**src/rtl/i2cseq_pkg.sv**
```systemverilog
package i2cseq_pkg;

    typedef enum logic [3:0] {
        S_IDLE,
        S_WAIT_BUS,
        S_START,
        S_ADDR,
        S_TX_FETCH,
        S_TX_BYTE,
        S_RX_ROOM,
        S_RX_BYTE,
        S_STOP
    } seq_state_e;

    localparam logic [2:0] OP_NONE   = 3'd0;
    localparam logic [2:0] OP_START  = 3'd1;
    localparam logic [2:0] OP_RSTART = 3'd2;
    localparam logic [2:0] OP_STOP   = 3'd3;
    localparam logic [2:0] OP_WRITE  = 3'd4;
    localparam logic [2:0] OP_READ   = 3'd5;

    localparam int FL_ARDY = 0;
    localparam int FL_NACK = 1;
    localparam int FL_AL   = 2;
    localparam int FL_N    = 3;

endpackage

```
**src/rtl/i2cseq_busmon.sv**
```systemverilog
module i2cseq_busmon (
    input  logic clk,
    input  logic rst_n,
    input  logic en,
    input  logic det_start,
    input  logic det_stop,
    output logic bb
);

    always_ff @(posedge clk or negedge rst_n) begin
        if (!rst_n) begin
            bb <= 1'b0;
        end else if (!en) begin
            bb <= 1'b0;
        end else if (det_stop) begin
            bb <= 1'b0;
        end else if (det_start) begin
            bb <= 1'b1;
        end
    end


    bb_on_start_chk: assert property (@(posedge clk) disable iff (!rst_n)
        (en && det_start && !det_stop) |=> bb);


    bb_off_stop_chk: assert property (@(posedge clk) disable iff (!rst_n)
        det_stop |=> !bb);

endmodule

```
**src/rtl/i2cseq_bytecnt.sv**
```systemverilog
module i2cseq_bytecnt #(
    parameter int CNT_W = 8
) (
    input  logic             clk,
    input  logic             rst_n,
    input  logic             load,
    input  logic [CNT_W-1:0] load_val,
    input  logic             dec,
    output logic             last
);

    localparam logic [CNT_W-1:0] ONE = CNT_W'(1);

    logic [CNT_W-1:0] cnt_q;

    always_ff @(posedge clk or negedge rst_n) begin
        if (!rst_n) begin
            cnt_q <= '0;
        end else if (load) begin
            cnt_q <= load_val;
        end else if (dec) begin
            cnt_q <= cnt_q - ONE;
        end
    end

    assign last = (cnt_q == ONE);


    cnt_underflow_chk: assert property (@(posedge clk) disable iff (!rst_n)
        dec |-> (cnt_q != '0));

endmodule

```
**src/rtl/i2cseq_flags.sv**
```systemverilog
module i2cseq_flags #(
    parameter int N = 3
) (
    input  logic         clk,
    input  logic         rst_n,
    input  logic [N-1:0] set,
    input  logic [N-1:0] clr,
    output logic [N-1:0] q
);

    for (genvar i = 0; i < N; i++) begin : g_flag
        always_ff @(posedge clk or negedge rst_n) begin
            if (!rst_n) begin
                q[i] <= 1'b0;
            end else if (set[i]) begin
                q[i] <= 1'b1;
            end else if (clr[i]) begin
                q[i] <= 1'b0;
            end
        end


        flag_clear_chk: assert property (@(posedge clk) disable iff (!rst_n)
            (clr[i] && !set[i]) |=> !q[i]);
    end

endmodule

```
**src/rtl/i2cseq_top.sv**
```systemverilog
module i2cseq_top
    import i2cseq_pkg::*;
#(
    parameter int CNT_W = 8
) (
    input  logic             clk,
    input  logic             rst_n,
    input  logic             ctl_en,
    input  logic             cfg_master,
    input  logic             cmd_wr,
    input  logic             cmd_start,
    input  logic             cmd_stop,
    input  logic             cmd_tx,
    input  logic [6:0]       slave_addr,
    input  logic [CNT_W-1:0] byte_count,
    input  logic [2:0]       flag_clr,
    output logic             busy,
    output logic             master_mode,
    output logic             bus_busy,
    output logic             flag_ardy,
    output logic             flag_nack,
    output logic             flag_al,
    output logic             bus_drive_en,
    output logic             op_req,
    output logic [2:0]       op_code,
    output logic [7:0]       op_wdata,
    output logic             op_ack_out,
    input  logic             op_done,
    input  logic             op_nack_in,
    input  logic             op_al_in,
    input  logic [7:0]       op_rdata,
    input  logic             tx_valid,
    input  logic [7:0]       tx_data,
    output logic             tx_pop,
    input  logic             rx_room,
    output logic             rx_push,
    output logic [7:0]       rx_data,
    input  logic             det_start,
    input  logic             det_stop
);

    seq_state_e state_q, state_d;

    logic [6:0] addr_q;
    logic       tx_q;
    logic       stop_q;
    logic       rep_q;
    logic       held_q;
    logic       al_lock_q;
    logic [7:0] data_q;

    logic cmd_ok, go, stop_only, load_cnt;
    logic cnt_dec, cnt_last;
    logic end_xfer;
    logic ev_hold, ev_stop, ev_al, ev_nack;
    logic [FL_N-1:0] fl_set, fl_q;

    // ---------------- sub-blocks ----------------
    i2cseq_busmon u_busmon (
        .clk       (clk),
        .rst_n     (rst_n),
        .en        (ctl_en),
        .det_start (det_start),
        .det_stop  (det_stop),
        .bb        (bus_busy)
    );

    i2cseq_bytecnt #(.CNT_W(CNT_W)) u_cnt (
        .clk      (clk),
        .rst_n    (rst_n),
        .load     (load_cnt),
        .load_val (byte_count),
        .dec      (cnt_dec),
        .last     (cnt_last)
    );

    i2cseq_flags #(.N(FL_N)) u_flags (
        .clk   (clk),
        .rst_n (rst_n),
        .set   (fl_set),
        .clr   (flag_clr),
        .q     (fl_q)
    );

    assign flag_ardy = fl_q[FL_ARDY];
    assign flag_nack = fl_q[FL_NACK];
    assign flag_al   = fl_q[FL_AL];

    // ---------------- command decode ----------------
    assign master_mode  = cfg_master && !al_lock_q;
    assign bus_drive_en = ctl_en && master_mode;
    assign cmd_ok       = cmd_wr && ctl_en && master_mode;
    assign go           = cmd_ok && cmd_start && (byte_count != '0);
    assign stop_only    = cmd_ok && !cmd_start && cmd_stop && held_q;
    assign load_cnt     = (state_q == S_IDLE) && go;
    assign busy         = (state_q != S_IDLE);

    // ---------------- next state and events ----------------
    always_comb begin
        state_d  = state_q;
        end_xfer = 1'b0;
        cnt_dec  = 1'b0;
        ev_hold  = 1'b0;
        ev_stop  = 1'b0;
        ev_al    = 1'b0;
        ev_nack  = 1'b0;
        unique case (state_q)
            S_IDLE: begin
                if (go) begin
                    state_d = (held_q || !bus_busy) ? S_START : S_WAIT_BUS;
                end else if (stop_only) begin
                    state_d = S_STOP;
                end
            end
            S_WAIT_BUS: begin
                if (!bus_busy) state_d = S_START;
            end
            S_START: begin
                if (op_done) begin
                    if (op_al_in) begin
                        ev_al   = 1'b1;
                        state_d = S_IDLE;
                    end else begin
                        state_d = S_ADDR;
                    end
                end
            end
            S_ADDR: begin
                if (op_done) begin
                    if (op_al_in) begin
                        ev_al   = 1'b1;
                        state_d = S_IDLE;
                    end else if (op_nack_in) begin
                        ev_nack  = 1'b1;
                        end_xfer = 1'b1;
                    end else begin
                        state_d = tx_q ? S_TX_FETCH : S_RX_ROOM;
                    end
                end
            end
            S_TX_FETCH: begin
                if (tx_valid) state_d = S_TX_BYTE;
            end
            S_TX_BYTE: begin
                if (op_done) begin
                    if (op_al_in) begin
                        ev_al   = 1'b1;
                        state_d = S_IDLE;
                    end else if (op_nack_in) begin
                        ev_nack  = 1'b1;
                        end_xfer = 1'b1;
                    end else begin
                        cnt_dec = 1'b1;
                        if (cnt_last) end_xfer = 1'b1;
                        else          state_d  = S_TX_FETCH;
                    end
                end
            end
            S_RX_ROOM: begin
                if (rx_room) state_d = S_RX_BYTE;
            end
            S_RX_BYTE: begin
                if (op_done) begin
                    if (op_al_in) begin
                        ev_al   = 1'b1;
                        state_d = S_IDLE;
                    end else begin
                        cnt_dec = 1'b1;
                        if (cnt_last) end_xfer = 1'b1;
                        else          state_d  = S_RX_ROOM;
                    end
                end
            end
            S_STOP: begin
                if (op_done) begin
                    if (op_al_in) ev_al   = 1'b1;
                    else          ev_stop = 1'b1;
                    state_d = S_IDLE;
                end
            end
            default: state_d = S_IDLE;
        endcase
        if (end_xfer) begin
            if (stop_q) begin
                state_d = S_STOP;
            end else begin
                state_d = S_IDLE;
                ev_hold = 1'b1;
            end
        end
    end

    always_comb begin
        fl_set          = '0;
        fl_set[FL_ARDY] = ctl_en && (ev_hold || ev_stop || ev_al);
        fl_set[FL_NACK] = ctl_en && ev_nack;
        fl_set[FL_AL]   = ctl_en && ev_al;
    end

    // ---------------- state register ----------------
    always_ff @(posedge clk or negedge rst_n) begin
        if (!rst_n) begin
            state_q <= S_IDLE;
            addr_q  <= '0;
            tx_q    <= 1'b0;
            stop_q  <= 1'b0;
            rep_q   <= 1'b0;
            held_q  <= 1'b0;
            data_q  <= '0;
        end else if (!ctl_en) begin
            state_q <= S_IDLE;
            held_q  <= 1'b0;
        end else begin
            state_q <= state_d;
            if (load_cnt) begin
                addr_q <= slave_addr;
                tx_q   <= cmd_tx;
                stop_q <= cmd_stop;
                rep_q  <= held_q;
            end
            if (state_q == S_TX_FETCH && tx_valid) begin
                data_q <= tx_data;
            end
            if (ev_hold) begin
                held_q <= 1'b1;
            end else if (ev_stop || ev_al) begin
                held_q <= 1'b0;
            end
        end
    end

    always_ff @(posedge clk or negedge rst_n) begin
        if (!rst_n) begin
            al_lock_q <= 1'b0;
        end else if (ev_al && ctl_en) begin
            al_lock_q <= 1'b1;
        end else if (!cfg_master) begin
            al_lock_q <= 1'b0;
        end
    end

    // ---------------- outputs ----------------
    always_comb begin
        op_req     = 1'b0;
        op_code    = OP_NONE;
        op_wdata   = '0;
        op_ack_out = 1'b0;
        tx_pop     = 1'b0;
        rx_push    = 1'b0;
        rx_data    = '0;
        unique case (state_q)
            S_START: begin
                op_req  = 1'b1;
                op_code = rep_q ? OP_RSTART : OP_START;
            end
            S_ADDR: begin
                op_req   = 1'b1;
                op_code  = OP_WRITE;
                op_wdata = {addr_q, ~tx_q};
            end
            S_TX_FETCH: begin
                tx_pop = tx_valid;
            end
            S_TX_BYTE: begin
                op_req   = 1'b1;
                op_code  = OP_WRITE;
                op_wdata = data_q;
            end
            S_RX_BYTE: begin
                op_req     = 1'b1;
                op_code    = OP_READ;
                op_ack_out = cnt_last;
                rx_push    = op_done && !op_al_in;
                rx_data    = op_rdata;
            end
            S_STOP: begin
                op_req  = 1'b1;
                op_code = OP_STOP;
            end
            default: ;
        endcase
    end

    // ---------------- assertions ----------------

    tx_byte_fwd_chk: assert property (@(posedge clk) disable iff (!rst_n || !ctl_en)
        tx_pop |=> (op_req && op_code == OP_WRITE && op_wdata == $past(tx_data)));


    stop_ardy_chk: assert property (@(posedge clk) disable iff (!rst_n || !ctl_en)
        (op_req && op_done && op_code == OP_STOP && !op_al_in) |=> flag_ardy);


    al_release_chk: assert property (@(posedge clk) disable iff (!rst_n || !ctl_en)
        (op_req && op_done && op_al_in) |=> (!bus_drive_en && flag_al));


    rx_last_read_chk: assert property (@(posedge clk) disable iff (!rst_n || !ctl_en)
        (op_req && op_code == OP_READ && op_done && op_ack_out) |=> !(op_req && op_code == OP_READ));

endmodule

```
**config.mk**
```make
export PLATFORM = sky130hd
export DESIGN_NAME = i2cseq_top
export DESIGN_NICKNAME = d
export VERILOG_FILES = /design/src/rtl/i2cseq_pkg.sv /design/src/rtl/i2cseq_busmon.sv /design/src/rtl/i2cseq_bytecnt.sv /design/src/rtl/i2cseq_flags.sv /design/src/rtl/i2cseq_top.sv
export SDC_FILE = /design/constraint.sdc
export NUM_CORES = 1
export LEC_CHECK = 0
export ABC_AREA = 1
export ABC_CLOCK_PERIOD_IN_PS = 1590
export BUFFER_PORTS_ARGS = -buffer_cell sky130_fd_sc_hd__buf_2
export CORE_MARGIN = 2
export CORE_UTILIZATION = 50
export CTS_CLUSTER_SIZE = 8
export DETAILED_ROUTE_END_ITERATION = 10
export GPL_TIMING_DRIVEN = 0
export PLACE_DENSITY_LB_ADDON = 0.15
export SLEW_MARGIN = 20
export SYNTH_ARGS = -nofsm -noshare
export SYNTH_HDL_FRONTEND = slang
export SYNTH_SLANG_ARGS = --single-unit
```
**constraint.sdc**
```tcl
create_clock -name clk -period 1.59 [get_ports clk]
set_input_delay 0.159 -clock clk [delete_from_list [all_inputs] [get_ports clk]]
set_output_delay 0.159 -clock clk [all_outputs]
set_load 0.05 [all_outputs]
```
* Yosys cells after proc, flatten, opt, wreduce, memory -nomap -nowiden *
Cells that the tools add are included.

word-level totals
  register bits after elaboration = 36

cells by class
  add/sub/neg operators = 1
  equality and inequality tests = 25
  multiplexer cells = 71
  bitwise gates (word level) = 1
  reduce and logical (&&, ||, !) cells = 35

operators with widths
  kind                                                    number
  2-to-1 mux 4 bit                                        20
  2-to-1 mux 1 bit                                        39
  one-hot mux 4 bit (9 select lines)                      1
  inequality test 4 bit (second input constant)           8
  inequality test 5 bit (second input constant)           5
  2-to-1 mux 8 bit                                        3
  == test 4 x 3 -> 1 bit (second input constant)          4
  one-hot mux 8 bit (2 select lines)                      1
  logical AND 1 bit                                       15
  AND reduction 13 bit                                    1
  one-hot mux 3 bit (4 select lines)                      1
  == test 4 x 2 -> 1 bit (second input constant)          2
  == test 8 x 1 -> 1 bit (second input constant)          1
  2-to-1 mux 2 bit                                        4
  nonzero test 2 bit                                      4
  nonzero test 8 bit                                      1
  subtractor 8 x 1 -> 8 bit (second input constant)       1
  inequality test 3 x 1 -> 1 bit (second input constant)  2
  OR reduction 5 bit                                      1
  == test 4 x 1 -> 1 bit (second input constant)          1
  == test 4 bit (second input constant)                   1
  zero test 1 bit                                         4
  zero test 4 bit                                         1
  logical OR 1 bit                                        4
  other kinds (7)                                         8

* Logic depth before layout (Yosys ltp) *
  word-level depth = 11
  mapped depth = 13
  depth with buffers taken out = 13

* Modules after synthesis *
From an unflattened synthesis, not the netlist that was laid out.

second synthesis, totals
  cell total of the unflattened synthesis = 321
  area total of the unflattened synthesis = 2248.4 um^2

by module, submodules not included
  module          times used  cells each  area each (um^2)
  i2cseq_top      1           230         1554.0
  i2cseq_bytecnt  1           71          534.3
  i2cseq_flags    1           15          120.1
  i2cseq_busmon   1           5           40.0

* Worst setup path after synthesis *
No wires, ideal clock.

  path type = register to register
  from = reg state_q[3]
  to = reg u_cnt.cnt_q[6]
  setup time = 76 ps
  arrival time = 1876 ps
  required time = 1514 ps
  path slack = -362 ps
  stages on the path, launching flop included = 9
  buffers on the path = 1
  cell sequence = dfrtp_1 -> nor2_4 -> nand2_2 -> nor2_1 -> a31oi_2 -> nand2_2 -> buf_6 -> nand3_1 -> o21ai_1

between the ends
  cells in the longest elaborated chain, start to end = 3

ends and longest elaborated chain
  element                                                                  line                                 RTL
  start, declared                                                          i2cseq_top.sv:42                     seq_state_e state_q, state_d;
  start signal, assigned                                                   i2cseq_top.sv:214                    state_q <= state_d;
  == test 4 x 3 -> 1 bit or zero test 4 bit (tied branches)                i2cseq_top.sv:107, i2cseq_top.sv:95
  one-hot mux 1 bit (2 select lines) or logical AND 1 bit (tied branches)  i2cseq_top.sv:107, i2cseq_top.sv:95
  nonzero test 2 bit (no line) or 2-to-1 mux 8 bit (tied branches)         -
  end signal, assigned                                                     i2cseq_bytecnt.sv:20                 cnt_q <= load_val;
  end signal, assigned                                                     i2cseq_bytecnt.sv:22                 cnt_q <= cnt_q - ONE;
  end, declared                                                            i2cseq_bytecnt.sv:14                 logic [CNT_W-1:0] cnt_q;

Several ways; a longest one is shown, not always the timed one.
A chain may end at the register's enable or synchronous reset.

* Worst setup path after layout *
  from = reg state_q[3]
  to = out op_wdata[3]

between the ends
  cells in the longest elaborated chain, start to end = 2

ends and longest elaborated chain
  element                                                           line               RTL
  == test 4 x 3 -> 1 bit or == test 4 x 2 -> 1 bit (tied branches)  i2cseq_top.sv:251  unique case (state_q)
  one-hot mux 8 bit (2 select lines) *                              i2cseq_top.sv:251
  end, declared                                                     i2cseq_top.sv:26   output logic [7:0] op_wdata,

Mark *: on every way between the ends. The rest lies on a longest branch, timed or not.

==> flow_summary.toml <==
[worst_setup_path]
r2r_end = "data_q[4]"
crit_slowest_cell = "dfrtp_2"
cp_top_family = "flip-flops"
r2r_slack_ns = -0.13
startpoint = "state_q[3]"
crit_fanout = 5
endpoint = "op_wdata[3]"
path_buf_inv = 3
reg2reg_depth = 8
rr_startpoint = "state_q[3]"
critPathRequiredTime_ns = 1.43
worstSetupPathType = "reg -> out"
cp_cell_sequence = "nor2_4 > buf_6 > nand2_8 > clkinv_4 > a22o_1 > buf_6"
slowest_delay_ns = 0.47
crit_path_frequent_cell = "buf_6"
start_kind = "flop"
end_kind = "output port"
cp_num_cells = 6
arrival_ns = 1.58

[clock_tree]
clock_latency_ns = 0.31
cts_max_level = 2
clkSinkCount = 36
clockBufferDepth = 2
root_buffer = "clkbuf_8"
cts_tree = "built"
clkTransAtPathRegs_ns = 0.07
cts_buffers = 5

[power_and_ir_drop]
netSwitchingFraction_pct = 39.6
p_seq_share_pct = 40.4
power_frac_clock_pct = 23.7
cellPowerDensity_nw_per_um2 = 814
power_mw = 3.00
peakVddDrop_uv = 767
p_int_mw = 1.81
combPwrFrac_pct = 36.0
leakagePower_nw = 2.00
p_switching_mw = 1.19

[layout]
nFillCells = 268
drive_above_1_share_pct = 49.1
final_cells = 490
diodes = 0
area_delta_synth_final_pct = 58.6
nNetsFinal = 488

[die]
start_util_pct = 52.6
ios = 79
die_height_um = 72.1
rows = 24
die_x_um = 72.1
core_um2 = 4410
dieArea_um2 = 5200

[logic_synthesis]
synth.area.top_cells = "dfrtp_1 (39%), nand2_1 (16%), inv_1 (8.1%)"
synth_cell_types = 30
synth_top_family_by_area = "simple AND/OR/NAND/NOR gates"
yosys_warnings = 0
syn_inst = 321
synth_fp_nets = 372
avgSynthCellArea_um2 = 7.23
ys_seq_area_share_pct = 38.8
syn_area_um2 = 2320
yosysMostFrequentCell = "nand2_1"
ys_ff_latch = 36
synth_edf_count = 0
synth-simple-area-share_pct = 32.7
synthMuxAreaShare_pct = 3.88
synth_xor_area_share_pct = 1.13
synth_area_leader_cell = "dfrtp_1"
synth_ff_type = "dfrtp_1"
synthArstFlopShare_pct = 100
synth_common_cells = "nand2_1 (98), inv_1 (50), dfrtp_1 (36)"
synth_compound_area_share_pct = 10.9
synth-adder-area-share_pct = 1.08
synth_top_area_share_pct = 38.8

[sta]
final.setup_skew_ns = 0.0147
maxSlewViolCount = 0
rsz0062_at_grt = "yes"
slew_headroom_pct = 42.2
setup_ws_ns = -0.153
period_share_pct = 110
clock.fmax_ghz = 0.574
whs_ns = 0.0150
report.final.setup_viol = 45
tightest_slew_ns = 0.867
setup_tns_ns = -3.90
finalHoldViolCount = 0
min_period_ns = 1.74

[job]
cap_violations = 0

[outcome]
status = "complete, but fails checks"
failed_checks = "setup timing"

[place]
io_buffers = 77
finalWeightedCongestion = 0.905
pre_cts_ws_ns = -0.121
dp.cells = 450
place_hpwl_mm = 4.41

[drt]
drt-initial-drc-count = 135
drt_wl_total_mm = 7.43
drt-pass1-iter-count = 5
drt-vias-per-instance = 5.29
wire_per_inst_um = 15.2
vias = 2593
drcViolationCount = 0
detail-route-antenna-nets = 0

[grt]
antenna_found_initial = 0
grt_max_degree = 37
grt_first_pass_wirelength_mm = 10.7
grt_util_all_layers_pct = 26.6
grt-ovfl-total = 0
grt_pass1_vias = 2373

[hold_path]
hold_class = "in -> reg"
[per-layer routing]
| metal | GRT usage, % | share of wire [%] |
|---|---|---|
| met1 | 34.5 | 40 |
| met2 | 44.0 | 50 |
| met3 | 5.69 | 8.0 |
| met4 | 9.01 | 2.3 |
| met5 | 0 | 0 |
[state kept, by name, summed over array words and instances, names as in the netlist]
| name | flops |
|---|---|
| al_lock_q | 1 |
| u_flags.q | 3 |
| state_q | 4 |
| addr_q | 7 |
| u_cnt.cnt_q | 8 |
| u_busmon.bb | 1 |
| stop_q | 1 |
| data_q | 8 |
| rep_q | 1 |
| held_q | 1 |
| tx_q | 1 |
[kinds of logic after synthesis]
group                    Yosys count
AO/OA/AOI/OAI                     38
flip-flops                        36
buffers and inverters             63
AND/OR/NAND/NOR                  171
adder cells (fa/ha/maj)            2
multiplexers                       8
XOR/XNOR                           3
[layout by cell type (no fill, tap or decap), types with 2 or more instances in the layout]
cell,synthesis,layout
nand2_1,98,78
buf_8,0,6
nand2_4,1,8
o211ai_1,2,2
xor2_1,3,3
nand3_1,21,15
nand2_2,4,16
nor2_1,33,20
buf_6,3,29
dfrtp_2,0,4
nor3_1,2,2
clkbuf_8,0,5
nand4_1,3,3
buf_2,3,53
a22o_1,7,7
nor2_4,3,16
o21ai_1,7,10
o21ai_0,13,5
mux2_2,8,8
dfrtp_1,36,32
o21ai_2,3,6
a21oi_1,3,2
inv_2,6,12
inv_6,0,3
inv_1,50,41
o21ai_4,0,2
nor2_2,3,3
buf_4,0,22
nand3_2,0,5
[power groups by stage]
| stage | Sequential [mW] | Clock [mW] | Combinational [mW] |
|---|---|---|---|
| after floorplan | 1.20 | 0 | 0.614 |
| after global placement | 1.19 | 0 | 0.818 |
| after detailed placement | 1.20 | 0 | 0.831 |
| after CTS | 1.19 | 0.700 | 0.926 |
| after global routing | 1.23 | 0.740 | 1.20 |
| final | 1.21 | 0.709 | 1.08 |
[per-stage QoR]
stage,instance area (um2),util (%)
finish,3680,83.4
global route,3680,83.4
CTS,3300,74.8
detailed placement,2820,63.9
global placement,2820,63.9
floorplan,2370,-
[how the worst min path moves through the flow]
stage	startpoint	end	slack (ns)	cells past startpoint
after floorplan	rst_n	addr_q[0]	-0.14	0
after global placement	rst_n	u_cnt.cnt_q[4]	0.31	1
after detailed placement	rst_n	u_cnt.cnt_q[5]	0.32	1
after CTS	det_stop	u_busmon.bb	0.01	2
after global routing	det_stop	u_busmon.bb	0.03	2
final	det_stop	u_busmon.bb	0.01	2
[area by class of cell]
type / instances / area (um2) / share of cell area [%]
multi-input cells: 222 / 1450 / 39.3
flip-flops and latches: 36 / 906 / 24.6
repair buffers: 108 / 838 / 22.8
inverters: 57 / 234 / 6.36
plain buffers: 6 / 91.3 / 2.48
clock buffers: 5 / 68.8 / 1.87
well taps: 52 / 65.1 / 1.77
clock inverters: 3 / 21.3 / 0.578
repair inverters: 1 / 8.76 / 0.238
[what timing repair did]
| action | in CTS | in global routing |
|---|---|---|
| hold buffers | 1 | 0 |
| setup buffers | 15 | 12 |
| gates cloned | 1 | 3 |
| gates resized for setup | 74 | 83 |
| pin swaps | 10 | 19 |
| endpoints found under the hold margin | 31 | 0 |
| endpoints found under the setup margin | 45 | 58 |
No activity file was read; power rests on OpenSTA's default activity.
